### config.mk
export PLATFORM = sky130hd
export DESIGN_NAME = countdown_timer
export DESIGN_NICKNAME = d
export VERILOG_FILES = /design/src/rtl/countdown_timer.sv
export SDC_FILE = /design/constraint.sdc
export NUM_CORES = 1
export LEC_CHECK = 0
export ABC_AREA = 1
export BUFFER_PORTS_ARGS = -buffer_cell sky130_fd_sc_hd__buf_2
export CAP_MARGIN = 5
export CORE_UTILIZATION = 50
export CTS_CLUSTER_SIZE = 16
export DETAILED_ROUTE_END_ITERATION = 7
export MAX_ROUTING_LAYER = met4
export PLACE_DENSITY = 0.8
export SLEW_MARGIN = 10
export SYNTH_ARGS = -nofsm -noshare
export SYNTH_HDL_FRONTEND = slang
export SYNTH_SLANG_ARGS = --single-unit
export TNS_END_PERCENT = 50
### constraint.sdc
create_clock -name clk -period 3.6 [get_ports clk]
set_input_delay 0.72 -clock clk [delete_from_list [all_inputs] [get_ports clk]]
set_output_delay 0.72 -clock clk [all_outputs]
set_load 0.01 [all_outputs]
### src/rtl/countdown_timer.sv
module countdown_timer #(
  parameter int CNT_W = 32,
  parameter int VEC_W = 8
) (
  input  logic        clk,
  input  logic        rst_n,
  input  logic        reg_wr,
  input  logic [1:0]  reg_addr,
  input  logic [31:0] reg_wdata,
  output logic [31:0] reg_rdata,
  output logic        req_valid,
  output logic [VEC_W-1:0] req_vector
);
  localparam int PRE_W = 7;
  localparam logic [1:0] A_ENTRY = 2'd0, A_INIT = 2'd1, A_CUR = 2'd2, A_DIV = 2'd3;

  logic [VEC_W-1:0] vec_q;
  logic             mask_q, per_q;
  logic [CNT_W-1:0] init_q, cur_q;
  logic [3:0]       div_q;
  logic [2:0]       shift_q;
  logic [PRE_W-1:0] pre_q;

  wire [2:0]       div_code  = {div_q[3], div_q[1:0]};
  wire [2:0]       shift_new = div_code + 3'd1;
  wire [PRE_W-1:0] pre_lim   = ~({PRE_W{1'b1}} << shift_q);
  wire             tick      = (pre_q == pre_lim);
  wire             init_wr   = reg_wr && (reg_addr == A_INIT);
  wire             expire    = tick && !init_wr && (cur_q == CNT_W'(1));

  always_comb begin
    case (reg_addr)
      A_ENTRY: reg_rdata = {14'd0, per_q, mask_q, 8'd0, 8'(vec_q)};
      A_INIT:  reg_rdata = 32'(init_q);
      A_CUR:   reg_rdata = 32'(cur_q);
      default: reg_rdata = {28'd0, div_q};
    endcase
  end

  always_ff @(posedge clk) begin
    if (!rst_n) begin
      vec_q      <= '0;
      mask_q     <= 1'b1;
      per_q      <= 1'b0;
      init_q     <= '0;
      cur_q      <= '0;
      div_q      <= '0;
      shift_q    <= 3'd1;
      pre_q      <= '0;
      req_valid  <= 1'b0;
      req_vector <= '0;
    end else begin
      if (reg_wr && reg_addr == A_ENTRY) begin
        vec_q  <= reg_wdata[VEC_W-1:0];
        mask_q <= reg_wdata[16];
        per_q  <= reg_wdata[17];
      end
      if (reg_wr && reg_addr == A_DIV) div_q <= reg_wdata[3:0] & 4'hB;
      if (init_wr) begin
        init_q  <= reg_wdata[CNT_W-1:0];
        cur_q   <= reg_wdata[CNT_W-1:0];
        pre_q   <= '0;
        shift_q <= shift_new;
      end else if (tick) begin
        pre_q   <= '0;
        shift_q <= shift_new;
        if (cur_q != '0) cur_q <= cur_q - CNT_W'(1);
        else if (per_q)  cur_q <= init_q;
      end else begin
        pre_q <= pre_q + PRE_W'(1);
      end
      req_valid <= expire && !mask_q;
      if (expire) req_vector <= vec_q;
    end
  end


  pulse_single_chk: assert property (@(posedge clk) disable iff (!rst_n)
    req_valid |=> !req_valid);

  mask_gate_chk: assert property (@(posedge clk) disable iff (!rst_n)
    req_valid |-> !$past(mask_q));

  hold_zero_chk: assert property (@(posedge clk) disable iff (!rst_n)
    (!per_q && cur_q == '0 && !init_wr) |=> cur_q == '0);

  stopped_chk: assert property (@(posedge clk) disable iff (!rst_n)
    (init_q == '0) |=> !req_valid);

  count_bound_chk: assert property (@(posedge clk) disable iff (!rst_n)
    cur_q <= init_q);
endmodule

==> results by group <==
Synth
  • Synth Register Bits: between 90 and 100
  • Distinct cells, synth: 33
  • Synthesized instance count: 890
  • Mean Syn Cell Area: approximately 6.2 um2
  • Register area share after synthesis: 34.6%
  • Mapped Area: approximately 5600 um2
  • Yosys warns: 0
  • Synthesized Nets: around 930

Worst setup path
  • R2R Setup Slk: ~1.2 ns
  • Slowest stage cell on the critical path: buf_4
  • Worst-case reg-to-reg path depth: 11
  • Crit. End Element: primary output
  • FF-to-FF End: cur_q[28]
  • R2r startpoint: cur_q[0]
  • CP peak stage delay: 0.36 ns
  • Worst Path Arrival: ~2.0 ns
  • Crit path required time: 2.88 ns
  • Largest delay share family, worst path: buffers and inverters
  • WP depth: 9
  • Worst setup SP type: primary input
  • Crit path to: reg_rdata[0]
  • Crit-path max FO: 24
  • Crit-path cells: buf_2 -> inv_1 -> nor2_1 -> inv_1 -> buf_4 -> o21ai_0 -> a21oi_1 -> o21ai_0 -> buf_2
  • Setup CP Type: in -> out
  • Buf/Inv on CP: 5
  • Setup crit start: reg_addr[1]

Layout
  • Final net count: ~1000
  • Most common cell after layout, fill and taps aside: nand2_1
  • Register area: roughly 1900 um2
  • Multi-input logic area: approximately 3100 um2
  • Share of cells above drive strength 1: 15.7%
  • Fillers: about 1100
  • Most frequent cells in the layout: 305 x nand2_1, 116 x nor2_1, 96 x dfxtp_1
  • Area growth syn-to-layout: 10.7%
  • Antenna diodes: 0
  • Non-Filler Instances: 1094

Drt
  • Wire per inst: ~13 um
  • Router iterations before antenna repair: 5
  • Vias per Instance: slightly above 5
  • Final WL: 14400 um
  • DR iter-0 viols: between 400 and 500
  • Drt drc: 0
  • Antenna-violating nets left: 0
  • Via count of the routed design: about 5600

Clock network
  • Reg clk slew, reported paths: approximately 0.10 ns
  • CTS Hold Bufs: 0
  • Longest Clk Path Bufs: 2
  • Post-CTS sizing: 0
  • Later-pin clock latency in the skew report: about 0.38 ns
  • CTS tree: yes
  • Post-CTS Setup Bufs: 0
  • Clock Tree Root: clkbuf_8
  • Clk sinks: 96
  • CTS Buf Count: 9
  • H-tree depth: 3

Global route
  • Total Routing Usage GR: between 20% and 30%
  • First-pass GRT wire length: around 24000 um
  • Initial antenna violation count: 0
  • Vias in the first global route: approximately 5300
  • Largest net degree at the start of global routing: between 50 and 60
  • Grt total ovfl: 0

Place
  • Dpl hpwl: roughly 10000 um
  • Placed Instances: between 1000 and 1500
  • I/O Buffers: 77
  • GPL Wtd Cong: slightly above 0.9

Timing
  • RSZ-0062 raised after global routing: false
  • Setup TNS: 0 ns
  • Tmin final: about 2.7 ns
  • Relative slew slack: 56.0%
  • Max Clock Skew: ~0.015 ns
  • # setup viols final: 0
  • Tcrit/Tclk final: roughly three quarters
  • Fin. max-slew vios: 0
  • Max frequency: 0.367 GHz
  • Worst-margin pin slew: about 0.66 ns
  • Count of final hold-check violations: 0

Floorplan
  • Die footprint: approximately 12000 um2
  • Die height: approximately 110 um
  • Placement row count: 38
  • Initial core utilization: 51.3%
  • Die X: around 110 um
  • Ports: 78
  • Core Area: 10800 um2

Status
  • Status: finished, final reports clean

Pwr
  • Pleak: 2.96 nW
  • IR drop worst, VDD: 366 uV
  • Total power draw: 4.43 mW
  • PD cells: between 700 and 800 nW/um2

Worst hold path
  • Hold Path Class: reg -> reg

Job
  • Max-cap violations: 0
-- how the worst min path moves through the flow --
stage / startpoint / depth (start not counted) / endpoint
floorplan: mask_q / 1 / req_valid
global placement: init_q[11] / 2 / init_q[11]
detailed placement: init_q[11] / 2 / init_q[11]
finish: init_q[11] / 2 / init_q[11]
global route: init_q[11] / 2 / init_q[11]
CTS: init_q[11] / 2 / init_q[11]
-- flip-flops by register name, summed over array words and instances, names as in the netlist --
signal	flops
pre_q	7
req_vector	8
cur_q	32
div_q	3
init_q	32
req_valid	1
vec_q	8
mask_q	1
per_q	1
shift_q	3
-- worst min-delay path, delay by kind of cell (launching register included) --
kind | cells | cell delay (ns)
flops | 1 | 0.33
simple gates | 1 | 0.06
compound gates | 1 | 0.05
-- cell families after synthesis --
family / Yosys count / synth area share [%]
DFF: 96 / 34.6
xor gates and xnor gates: 23 / 3.63
buffers and inverters: 112 / 9.14
adders and majority gates: 4 / 0.901
AOI/OAI and AO/OA: 133 / 12.5
and+or+nand+nor: 522 / 39.2
-- where the power goes --
part,total (mW),internal (mW),switching [mW]
sequential,1.39,1.23,0.167
clock,0.721,0.288,0.433
combinational,2.31,0.789,1.52
total,4.43,2.30,2.12
-- metrics by stage --
| step | util, % | worst slack [ns] | area, um2 | hold WS [ns] |
|---|---|---|---|---|
| after floorplan | - | 1.47 | 5560 | 0.424 |
| after global placement | 55.0 | 0.668 | 5960 | 0.469 |
| after detailed placement | 55.0 | 0.608 | 5960 | 0.472 |
| after CTS | 56.8 | 0.888 | 6150 | 0.486 |
| after global routing | 56.8 | 0.753 | 6150 | 0.496 |
| final | 56.8 | 0.878 | 6150 | 0.484 |
-- per-layer routing --
metal	GRT usage (%)	vias up	wire, um	share of wire, %
met4	9.98	0	369	2.6
li1	-	2916	-	-
met2	45.3	173	6670	46
met1	33.2	2525	6420	45
met5	-	-	0	0
met3	4.00	29	906	6.3
-- synth_stat cells --
cell type,count,area [um2]
buf_1,4,15.0
buf_12,2,40.0
o21ai_0,56,280
nor2_1,116,435
nand2_1,305,1140
nor2_4,3,33.8
ha_1,4,50.1
nor3_1,2,10.0
nand2_4,1,11.3
and2_1,1,6.26
xnor2_1,3,26.3
nand3_1,50,250
buf_2,11,55.1
o2111ai_1,1,8.76
o211ai_1,1,7.51
dfxtp_1,96,1920
nand4_1,3,18.8
o21ai_1,1,5.00
buf_6,1,11.3
inv_2,3,11.3
clkbuf_1,14,52.6
and2_0,1,6.26
nor2_2,24,150
inv_1,69,259
a21oi_1,67,335
clkinv_1,1,3.75
buf_8,1,15.0
buf_4,6,45.0
nand3_4,1,17.5
o221ai_1,6,52.6
o21a_1,1,7.51
xor2_1,20,175
nand2_2,15,93.8
-- final cells by class --
| cell class | count | area share, % |
|---|---|---|
| clock inverters | 6 | 0.935 |
| repair buffers | 87 | 7.48 |
| multi-input cells | 682 | 50.8 |
| clock buffers | 10 | 2.24 |
| flip-flops and latches | 96 | 31.2 |
| inverters | 73 | 4.45 |
| well taps | 140 | 2.85 |
Note: power is estimated with default switching activity, not from simulation.
